==> src/rtl/opmem_pkg.sv <==
package opmem_pkg;
   localparam logic [1:0] K_RD  = 2'd0;
   localparam logic [1:0] K_WR  = 2'd1;
   localparam logic [1:0] K_RMW = 2'd2;
   localparam logic [1:0] K_NOP = 2'd3;

   typedef enum logic [2:0] {
      PH_IDLE,
      PH_RD1,
      PH_RD2,
      PH_STALL,
      PH_WR,
      PH_NOP
   } phase_t;
endpackage

==> src/rtl/opmem_ctrl.sv <==
module opmem_ctrl
   import opmem_pkg::*;
(
   input  logic       clk,
   input  logic       rst,
   input  logic       start,
   input  logic [1:0] op_kind,
   input  logic       cmos_sel,
   input  logic       dec_mode,
   output phase_t     phase_o,
   output logic       accept_o,
   output logic       cmos_o,
   output logic       act_o,
   output logic       wr_o,
   output logic       done_o,
   output logic       irq_o
);
   phase_t     phase_q, phase_d;
   logic [1:0] kind_q;
   logic       cmos_q;
   logic       dec_q;
   logic       two_reads;

   assign accept_o  = start && (phase_q == PH_IDLE);
   assign two_reads = cmos_q && dec_q && (kind_q != K_RMW);

   always_comb begin
      phase_d = phase_q;
      unique case (phase_q)
         PH_IDLE: begin
            if (start) begin
               unique case (op_kind)
                  K_WR:    phase_d = PH_WR;
                  K_NOP:   phase_d = cmos_sel ? PH_NOP : PH_RD1;
                  default: phase_d = PH_RD1;
               endcase
            end
         end
         PH_RD1: begin
            if (kind_q == K_RMW)  phase_d = PH_STALL;
            else if (two_reads)   phase_d = PH_RD2;
            else                  phase_d = PH_IDLE;
         end
         PH_STALL: phase_d = PH_WR;
         default:  phase_d = PH_IDLE;
      endcase
   end

   always_ff @(posedge clk) begin
      if (rst) begin
         phase_q <= PH_IDLE;
         kind_q  <= K_RD;
         cmos_q  <= 1'b0;
         dec_q   <= 1'b0;
      end else begin
         phase_q <= phase_d;
         if (accept_o) begin
            kind_q <= op_kind;
            cmos_q <= cmos_sel;
            dec_q  <= dec_mode;
         end
      end
   end

   always_comb begin
      act_o  = (phase_q == PH_RD1) || (phase_q == PH_RD2) ||
               (phase_q == PH_STALL) || (phase_q == PH_WR);
      wr_o   = (phase_q == PH_WR) || ((phase_q == PH_STALL) && !cmos_q);
      done_o = (phase_q == PH_WR) || (phase_q == PH_RD2) || (phase_q == PH_NOP) ||
               ((phase_q == PH_RD1) && (kind_q != K_RMW) && !two_reads);
      irq_o  = done_o && act_o;
   end

   assign phase_o = phase_q;
   assign cmos_o  = cmos_q;

   // the stall cycle is always followed by the final write
   assert_stall_then_write_R4: assert property (@(posedge clk) disable iff (rst)
      (phase_q == PH_STALL) |=> (phase_q == PH_WR));

   // no new first-read phase may start from a busy phase
   assert_busy_no_restart_R11: assert property (@(posedge clk) disable iff (rst)
      (phase_q != PH_IDLE) |=> (phase_q != PH_RD1 && phase_q != PH_NOP));

   // the interrupt sample point is a single cycle per operation
   assert_single_sample_R9: assert property (@(posedge clk) disable iff (rst)
      irq_o |=> !irq_o);
endmodule

==> src/rtl/opmem_addr.sv <==
module opmem_addr #(
   parameter int AW        = 16,
   parameter int PAGE_BITS = 8
) (
   input  logic          clk,
   input  logic          rst,
   input  logic          load,
   input  logic          zp_sel,
   input  logic [AW-1:0] eff_addr,
   output logic [AW-1:0] addr_o
);
   localparam int HI_BITS = AW - PAGE_BITS;

   logic [AW-1:0] addr_q;
   logic          zp_q;

   if (PAGE_BITS < 1 || PAGE_BITS >= AW) begin : g_bad_page
      $error("opmem_addr: PAGE_BITS must lie in 1..AW-1");
   end

   always_ff @(posedge clk) begin
      if (rst) begin
         addr_q <= '0;
         zp_q   <= 1'b0;
      end else if (load) begin
         addr_q <= eff_addr;
         zp_q   <= zp_sel;
      end
   end

   for (genvar b = 0; b < AW; b++) begin : g_bit
      if (b < PAGE_BITS) begin : g_low
         assign addr_o[b] = addr_q[b];
      end else begin : g_high
         assign addr_o[b] = addr_q[b] && !zp_q;
      end
   end

   // a zero-page access keeps the upper address bits clear
   assert_zp_upper_R8: assert property (@(posedge clk) disable iff (rst)
      zp_q |-> (addr_o[AW-1:PAGE_BITS] == {HI_BITS{1'b0}}));
endmodule

==> src/rtl/opmem_data.sv <==
module opmem_data
   import opmem_pkg::*;
#(
   parameter int DW = 8
) (
   input  logic          clk,
   input  logic          rst,
   input  phase_t        phase,
   input  logic          wr,
   input  logic [DW-1:0] bus_din,
   input  logic [DW-1:0] mod_data,
   output logic [DW-1:0] dout_o
);
   logic [DW-1:0] cap_q;

   if (DW < 1) begin : g_bad_width
      $error("opmem_data: DW must be positive");
   end

   always_ff @(posedge clk) begin
      if (rst)                  cap_q <= '0;
      else if (phase == PH_RD1) cap_q <= bus_din;
   end

   always_comb begin
      if (!wr)                  dout_o = '0;
      else if (phase == PH_WR)  dout_o = mod_data;
      else                      dout_o = cap_q;
   end

   // nothing is driven on the data lines outside a write
   assert_quiet_dout_R2: assert property (@(posedge clk) disable iff (rst)
      !wr |-> (dout_o == '0));
endmodule

==> src/rtl/opmem_seq.sv <==
module opmem_seq
   import opmem_pkg::*;
#(
   parameter int AW        = 16,
   parameter int DW        = 8,
   parameter int PAGE_BITS = 8
) (
   input  logic          clk,
   input  logic          rst,
   input  logic          start,
   input  logic [1:0]    op_kind,
   input  logic          zp_sel,
   input  logic          cmos_sel,
   input  logic          dec_mode,
   input  logic [AW-1:0] eff_addr,
   input  logic [DW-1:0] mod_data,
   input  logic [DW-1:0] bus_din,
   output logic [AW-1:0] bus_addr,
   output logic [DW-1:0] bus_dout,
   output logic          bus_act,
   output logic          bus_wr,
   output logic          done,
   output logic          irq_sample
);
   phase_t phase;
   logic   accept;
   logic   cmos_q;

   opmem_ctrl u_ctrl (
      .clk      (clk),
      .rst      (rst),
      .start    (start),
      .op_kind  (op_kind),
      .cmos_sel (cmos_sel),
      .dec_mode (dec_mode),
      .phase_o  (phase),
      .accept_o (accept),
      .cmos_o   (cmos_q),
      .act_o    (bus_act),
      .wr_o     (bus_wr),
      .done_o   (done),
      .irq_o    (irq_sample)
   );

   opmem_addr #(.AW(AW), .PAGE_BITS(PAGE_BITS)) u_addr (
      .clk      (clk),
      .rst      (rst),
      .load     (accept),
      .zp_sel   (zp_sel),
      .eff_addr (eff_addr),
      .addr_o   (bus_addr)
   );

   opmem_data #(.DW(DW)) u_data (
      .clk      (clk),
      .rst      (rst),
      .phase    (phase),
      .wr       (bus_wr),
      .bus_din  (bus_din),
      .mod_data (mod_data),
      .dout_o   (bus_dout)
   );

   // a write that is not the last cycle returns the byte read just before
   assert_writeback_R5: assert property (@(posedge clk) disable iff (rst)
      (bus_wr && !done) |-> (bus_dout == $past(bus_din)));

   // with the CMOS model latched, no write happens before the done cycle
   assert_cmos_stall_read_R6: assert property (@(posedge clk) disable iff (rst)
      (bus_act && !done && cmos_q) |-> !bus_wr);

   // after the done cycle the bus goes quiet for at least one cycle
   assert_done_then_idle_R11: assert property (@(posedge clk) disable iff (rst)
      done |=> (!bus_act && !done));
endmodule

==> config.mk <==
export PLATFORM = sky130hd
export DESIGN_NAME = opmem_seq
export DESIGN_NICKNAME = d
export VERILOG_FILES = /design/src/rtl/opmem_pkg.sv /design/src/rtl/opmem_ctrl.sv /design/src/rtl/opmem_addr.sv /design/src/rtl/opmem_data.sv /design/src/rtl/opmem_seq.sv
export SDC_FILE = /design/constraint.sdc
export NUM_CORES = 1
export LEC_CHECK = 0
export BUFFER_PORTS_ARGS = -buffer_cell sky130_fd_sc_hd__buf_2
export CORE_ASPECT_RATIO = 0.8
export CORE_MARGIN = 2
export CORE_UTILIZATION = 45
export CTS_BUF_LIST = sky130_fd_sc_hd__clkbuf_4 sky130_fd_sc_hd__clkbuf_8
export CTS_CLUSTER_SIZE = 28
export DETAILED_ROUTE_END_ITERATION = 10
export PLACE_DENSITY = 0.78
export SYNTH_ARGS = -nofsm -noshare
export SYNTH_HDL_FRONTEND = slang
export SYNTH_SLANG_ARGS = --single-unit
==> constraint.sdc <==
create_clock -name clk -period 2.63 [get_ports clk]
set_input_delay 0.3945 -clock clk [delete_from_list [all_inputs] [get_ports clk]]
set_output_delay 0.3945 -clock clk [all_outputs]
set_load 0.005 [all_outputs]
-- Word-level counts from Yosys, hierarchy flattened
Index checks and enable logic that the tools add are counted.
- register bits: 32
- latch bits: 0
- memory bits (writable): 0
- bits in read-only memories: 0
- output and inout port bits: 28
- logic and storage cells: 51
- memories kept: 0
- add/sub/neg operators: 0
- multipliers: 0
- divide/modulo/power cells: 0
- magnitude comparators: 0
- equality and inequality tests: 10
- shifts and indexed selects: 0
- multiplexer cells: 8
- bitwise operators: 0
- reduce and logical (&&, ||, !) cells: 26
- operators with widths (kind ; count):
    $mux W8 ; 2
    $logic_and A1 B1 Y1 ; 15
    $mux W3 ; 3
    $pmux W3 S3 ; 1
    $logic_or A1 B1 Y1 ; 7
    $eq A3 B2 Y1 const B ; 2
    $eq A3 B3 Y1 const B ; 2
    $pmux W3 S2 ; 1
    $eq A2 B2 Y1 const B ; 2
    $ne A2 B2 Y1 const B ; 2
    $eq A3 B1 Y1 const B ; 1
    $logic_not A1 Y1 ; 3
    $logic_not A3 Y1 ; 1
    $eq A2 B1 Y1 const B ; 1
    $mux W2 ; 1

-- Logic depth before layout (Yosys ltp)
Gate-level depths: netlist of run 1.
- depth after elaboration: 6
- depth in mapped cells: 5
- gate-level depth less buffers: 3

-- Modules after synthesis
A second synthesis of run 1 with hierarchy kept.
- cell total of the unflattened synthesis: 177
- area total of the unflattened synthesis: 1645.3 um^2
- modules (own cells, without submodules) (module ; times used ; cells each ; area an instance (um^2)):
    opmem_addr ; 1 ; 71 ; 724.4
    opmem_data ; 1 ; 63 ; 544.3
    opmem_ctrl ; 1 ; 43 ; 376.6

-- Worst setup path after synthesis of run 1
No wires, ideal clock.
- kind: reg2out
- start: register u_ctrl.phase_q[1] (netlist: u_ctrl.phase_o[1])
- end: output port bus_dout[0]
- arrival time: 1.127 ns
- data required time: 2.236 ns
- slack: 1.108 ns
- cell stages (with the launch flop): 4
- path buffers: 1
- cell sequence: dfxtp_1 buf_2 nor4b_4 a22o_1
- word-level cells in the longest chain between the ends: 4
- RTL lines (what ; line ; RTL):
    start, declared ; opmem_ctrl.sv:18 ; phase_t phase_q, phase_d;
    start signal, assigned ; opmem_ctrl.sv:56 ; phase_q <= phase_d;
    $eq A3 B2 Y1 ; opmem_ctrl.sv:68 ; wr_o = (phase_q == PH_WR) || ((phase_q == PH_STALL) && !cmos_q);
    $logic_and A1 B1 Y1 ; opmem_ctrl.sv:68 ;
    $logic_or A1 B1 Y1 ; opmem_ctrl.sv:68 ;
    $mux W8 * ; opmem_data.sv:26 ; if (!wr) dout_o = '0;
    end, declared ; opmem_seq.sv:19 ; output logic [DW-1:0] bus_dout,
Every way passes the cells marked *; elsewhere a longest branch is shown, timed or not.

-- Final worst setup path of run 1
- start: register u_ctrl.phase_q[2] (netlist: u_ctrl.phase_o[2])
- end: output port bus_dout[1]
Same word-level chain as after synthesis.

==> reports/metrics.cfg, run 1 <==
[cells_and_area]
nets = 274
utilization_pct = 58.85
insertedDiodeCount = 0
layout-drive-gt1-share_pct = 36.60
syn_to_final_growth_pct = 22.87
final_area_mm2 = 0.001856

[floorplanning]
core.rowCount = 18
io_pins = 68
die_x_um = 68.77
die_area_mm2 = 0.003838
core_area_mm2 = 0.003153
initial_utilization_pct = 47.90
die_h_um = 55.82

[routing]
dr.pass1.iters = 4
dr_wl_met2_um = 1498
met3WireLength_um = 124
drt_wl_total_um = 3103
drt_iter0_drc = 37
drc_errors = 0
vias = 1336
vias_per_cell = 4.858
wirelength_met1_um = 1459
top_layer_used = met4
drtAntennaViolNets = 0
avgRoutedWirePerCell_um = 11.28

[cts]
clk_path_buf_depth = 2
insertion_delay_ns = 0.27
clockRootBuffer = clkbuf_8
cts_htree_levels = 2
cts_inserted_buffers = 5
hold_buffers = 0
clk_pin_slew_worst_paths_ns = 0.06
cts_tree = done
postCtsSetupBuffers = 0
numClockSinks = 32
ctsResizeCount = 0

[hold_path]
hold_class = in -> reg

[global_route]
overflow = 0
antenna_found_initial = 0
grt_pass1_vias = 1215
track_usage_pct = 17.51
grt_pass1_wl_um = 5292
grt_max_degree = 32

[critical_path]
arrival_ns = 1.81
start_kind = flip-flop
required_ns = 2.24
crit_path_end_kind = output port
critical_path_class = reg -> out
critPathMaxFanout = 9

[timing]
slew_headroom_pct = 62.23
fmax_mhz = 453.9
setup-violations-final = 0
post-route-period-util_pct = 83.78
fin_crit_ns = 2.203
finalHoldViolCount = 0
rsz0062_at_grt = false
tns_ns = 0
fin_skew_ns = 0.004254
tightest_slew_ns = 0.5665
slew_viol_final = 0
holdWs_ns = 0.3567

[power]
switching_share_pct = 24.50
peakVddDrop_v = 0.0003964
p_leak_uw = 0.0008689
power.internal_uw = 838.6
p_sw_uw = 272.1
p_seq_share_pct = 48.7
p_comb_share_pct = 16.0
power.total_uw = 1111
p_per_area_mw_per_mm2 = 598.6
clkPwrFrac_pct = 35.3

[synthesis]
syn-cell-area_mm2 = 0.001510
ys_warn_count = 0
avgSynthCellArea_um2 = 8.532
synth_fp_nets = 217
synth_cells = 177
synth_seq_cells = 32
yosysSeqAreaShare_pct = 42.42
synthDistinctLibCells = 28

[place]
dp_hpwl_um = 2228
gp_congestion = 0.7800
place_area_mm2 = 0.001758
io_buffers = 67

[flow_run]
maxCapViolCount = 0

[status]
status = completed

-- flip-flops by register name, indices dropped and copies added (netlist names) --
signal          cells
u_addr.addr_q      16
u_data.cap_q        8
u_ctrl.phase_o      3
u_ctrl.kind_q       2
u_addr.zp_q         1
u_ctrl.cmos_o       1
u_ctrl.dec_q        1
-- power groups by stage --
stage	logic (µW)	registers, µW	clock network [µW]
after CTS	181	541	404
after floorplan	137	542	0
after global routing	203	546	432
after global placement	177	551	0
final	177	541	392
after detailed placement	180	552	0
-- area by class of cell --
class | count | area, µm²
flip-flops and latches | 32 | 640.6
multi-input cells | 123 | 705.7
clock buffers | 8 | 97.59
inverters | 3 | 11.26
repair buffers | 69 | 350.3
fillers | 305 | 1297
well taps | 40 | 50.05
-- worst max-delay path, cell delays in order (launching register included) --
cell and delay (ns):
dfxtp_1 0.54, inv_1 0.17, nor3_2 0.50, a22o_1 0.22
buf_2 0.11
-- metal layers --
layer / track usage, % / vias up
met1: 23.49 / 613
met4: 4.202 / 0
met5: 0 / -
met2: 27.88 / 26
met3: 4.453 / 2
li1: - / 695
-- cell families after synthesis --
| group | Yosys count | synth area share [%] |
|---|---|---|
| DFF | 32 | 42.42 |
| and+or+nand+nor | 78 | 26.43 |
| AOI/OAI and AO/OA | 37 | 15.00 |
| muxes | 8 | 5.303 |
| buffers and inverters | 22 | 10.85 |
-- synth_stat cells --
library cell   count  area share, %
a211o_1            1           0.58
a21oi_1           23            7.6
a21oi_2            1           0.58
a22o_1             8            4.6
a31oi_1            1           0.41
buf_2              3           0.99
buf_4              8            4.0
buf_6              5            3.7
clkbuf_1           1           0.25
dfxtp_1           32             42
dlygate4sd1_1      2            1.2
inv_1              3           0.75
mux2i_1            8            5.3
nand2_1           41             10
nand2_2            3            1.2
nand2b_1           2           0.83
nand3_1            2           0.66
nor2_1            12            3.0
nor2b_1           10            4.1
nor3_1             1           0.33
nor3_2             1           0.66
nor3b_1            1           0.50
nor4_1             1           0.41
nor4b_4            2            3.1
o211ai_1           1           0.50
o21ai_0            2           0.66
or2_2              1           0.41
or4b_4             1           0.91
-- layout by cell type, fill, tap and decap left out, types with 2 or more instances in the layout --
master / netlist / routed
clkbuf_8: 0 / 6
nand2_1: 41 / 41
mux2i_1: 8 / 8
inv_1: 3 / 3
dfxtp_1: 32 / 32
nor2_1: 12 / 12
nor4b_4: 2 / 2
nand2b_1: 2 / 2
nand3_1: 2 / 2
nor2b_1: 10 / 10
buf_4: 8 / 2
a22o_1: 8 / 8
a21oi_1: 23 / 23
clkbuf_4: 0 / 2
buf_2: 3 / 67
nand2_2: 3 / 3
o21ai_0: 2 / 2
-- final timing paths --
kind	slack, ns	cells past startpoint	start	end
setup / recovery	0.43	4	u_ctrl.phase_o[2]	bus_dout[1]
hold / removal	0.36	3	bus_din[4]	u_data.cap_q[4]
setup reg to reg	1.15	3	u_ctrl.phase_o[2]	u_addr.addr_q[11]
hold reg to reg	0.45	2	u_addr.addr_q[13]	u_addr.addr_q[13]
-- per-stage QoR --
step                      setup slack [ns]  cells
after floorplan                      1.108    177
after global placement              0.7406    267
after detailed placement            0.7256    267
after CTS                           0.4172    275
after global routing                0.2029    275
final                               0.4267    275
No activity file was read; power rests on OpenSTA's default activity.
==> run 2: changes to the inputs <==
--- a/config.mk
+++ b/config.mk
@@ -8,7 +8,7 @@
 export BUFFER_PORTS_ARGS = -buffer_cell sky130_fd_sc_hd__buf_2
 export CORE_ASPECT_RATIO = 0.8
 export CORE_MARGIN = 2
-export CORE_UTILIZATION = 45
+export CORE_UTILIZATION = 43
 export CTS_BUF_LIST = sky130_fd_sc_hd__clkbuf_4 sky130_fd_sc_hd__clkbuf_8
 export CTS_CLUSTER_SIZE = 28
 export DETAILED_ROUTE_END_ITERATION = 10
==> constraint.sdc (replaced) <==
create_clock -name clk -period 1.9 [get_ports clk]
set_input_delay 0.285 -clock clk [delete_from_list [all_inputs] [get_ports clk]]
set_output_delay 0.285 -clock clk [all_outputs]
set_load 0.005 [all_outputs]
==> reports/metrics.cfg, run 2 (synthesis results as in run 1) <==
[floorplanning]
die_x_um = 70.26  ; +2.2%
core_area_mm2 = 0.003400  ; +7.8%
die_area_mm2 = 0.004005  ; +4.3%
io_pins = 68  ; unchanged
die_h_um = 57.01  ; +2.1%
core.rowCount = 19  ; +1
initial_utilization_pct = 44.42  ; -3.5 points

[critical_path]
reg2reg_depth = 4  ; +1
cp-endpoint = bus_dout[6]
crit_family = flip-flops
required_ns = 1.62  ; -0.62 ns
critPathMaxFanout = 10  ; +1
crit_path_end_kind = output port
crit_start = u_ctrl.phase_o[0]
rr_startpoint = u_ctrl.phase_o[2]
path_depth = 5  ; +1
crit_buf_inv = 3  ; +1
reg2reg_to = u_addr.addr_q[3]
critical_path_class = reg -> out
start_kind = flip-flop
cp_slowest_cell = dfxtp_4
arrival_ns = 1.48  ; -0.33 ns
slowest_delay_ns = 0.42  ; -0.12 ns
r2r_slack_ns = 0.42  ; -0.73 ns
worstPathCellList = inv_1, nor4b_4, buf_4, a22o_1, buf_2

[routing]
dr.pass1.iters = 4  ; unchanged
drt_iter0_drc = 94  ; +150%
avgRoutedWirePerCell_um = 11.06  ; -2.0%
drtAntennaViolNets = 0  ; unchanged
vias_per_cell = 4.811  ; -0.98%
vias = 1347  ; +0.82%
drc_errors = 0  ; unchanged
drt_wl_total_um = 3096  ; -0.23%

[timing]
slew_viol_final = 0  ; unchanged
finalHoldViolCount = 0  ; unchanged
fmax_mhz = 565.0
tightest_slew_ns = 0.3957  ; -0.1708 ns
slew_headroom_pct = 73.51  ; +11 points
tns_ns = 0  ; unchanged
fin_crit_ns = 1.770
post-route-period-util_pct = 93.15
holdWs_ns = 0.2461  ; -0.1106 ns
rsz0062_at_grt = false
fin_skew_ns = 0.0009077  ; -0.003346 ns
setup-violations-final = 0  ; unchanged

[cells_and_area]
final_area_mm2 = 0.001898  ; +2.3%
top_register = u_addr.addr_q
finalNonFillerCells = 280  ; +1.8%
syn_to_final_growth_pct = 25.68
insertedDiodeCount = 0  ; unchanged
layout_commonest_cell = buf_2
largest_reg_flops = 16  ; unchanged
layout-drive-gt1-share_pct = 38.24  ; +1.6 points
nets = 278  ; +1.5%
fillers = 346  ; +13%
final_cell_mix = buf_2, nand2_1, dfxtp_1

[place]
dp.cells = 272  ; +1.9%
gp_congestion = 0.8488  ; +8.8%
io_buffers = 67  ; unchanged
dp_hpwl_um = 2314  ; +3.9%
place_area_mm2 = 0.001783  ; +1.4%

[power]
p_leak_uw = 0.0008895  ; +2.4%
p_per_area_mw_per_mm2 = 814.1  ; +36%
peakVddDrop_v = 0.0003913  ; -1.3%
power.total_uw = 1545  ; +39%

[cts]
cts_htree_levels = 2  ; unchanged
insertion_delay_ns = 0.27  ; about the same
numClockSinks = 32  ; unchanged
clockRootBuffer = clkbuf_8
clk_path_buf_depth = 2  ; unchanged
hold_buffers = 0  ; unchanged
cts_inserted_buffers = 5  ; unchanged
clk_pin_slew_worst_paths_ns = 0.06  ; about the same
cts_tree = done

[global_route]
grt.met1_usage_pct = 20.33  ; -3.2 points
grt_pass1_wl_um = 5140  ; -2.9%
track_usage_pct = 16.18  ; -1.3 points
grt_max_degree = 22  ; -31%
met3_usage_pct = 4.770  ; +0.32 points
overflow = 0  ; unchanged
antenna_found_initial = 0  ; unchanged
top_usage_layer = met2
grt_pass1_vias = 1153  ; -5.1%
grtUsageMet2_pct = 27.09  ; -0.80 points

[status]
status = completed

[hold_path]
hold_depth = 3  ; unchanged
hold_class = in -> reg
hold_start = eff_addr[13]

[flow_run]
maxCapViolCount = 0  ; unchanged

run 2: area by class of cell:
| type | count | area (µm²) | area share, % |
|---|---|---|---|
| Tap cell | 42 | 52.55 | 2.769 |
| Sequential cell | 32 | 645.6 | 34.01 |
| Inverter | 3 | 11.26 | 0.5933 |
| Clock buffer | 7 | 96.34 | 5.076 |
| Multi-Input combinational cell | 123 | 711.9 | 37.51 |
| Timing Repair Buffer | 73 | 380.4 | 20.04 |
run 2: worst reg2reg max path, stage by stage (launching register included):
cell,delay [ns]
dfxtp_1,0.31
buf_4,0.16
or4b_4,0.69
nand2_1,0.13
a21oi_1,0.07
run 2: timing repair:
item | 4_1_cts | 5_1_grt
buffers inserted | 1 | 0
pin swaps | 1 | 0
gates resized for setup | 1 | 3
setup endpoints to repair | 9 | 10
run 2: where the power goes:
group	internal, µW	switching, µW	total, µW	leakage [µW]
Sequential	716	30.8	747	0.000263
Clock	322	222	544	0.0000503
Combinational	128	126	255	0.000576
Total	1170	379	1550	0.000889
run 2: stage by stage:
stage / utilization (%) / setup WS (ns)
2_1_floorplan: - / 0.4878
3_3_place_gp: 52.45 / 0.2413
3_5_place_dp: 52.45 / 0.1753
4_1_cts: 55.54 / 0.07568
5_1_grt: 55.83 / 0.01357
6_report: 55.83 / 0.1302
run 2: worst min path at each step:
| stage | endpoint | slack, ns |
|---|---|---|
| 6_report | u_addr.addr_q[13] | 0.25 |
| 5_1_grt | u_addr.addr_q[4] | 0.24 |
| 4_1_cts | u_addr.addr_q[4] | 0.24 |
| 3_5_place_dp | u_addr.addr_q[12] | 0.44 |
| 3_3_place_gp | u_addr.addr_q[8] | 0.44 |
| 2_1_floorplan | u_ctrl.kind_q[1] | 0.42 |
run 2: layer usage:
layer / part of all wire [%] / vias up
li1: - / 707
met1: 45 / 614
met2: 50 / 24
met3: 4.0 / 2
met4: 0.87 / 0
met5: 0 / -
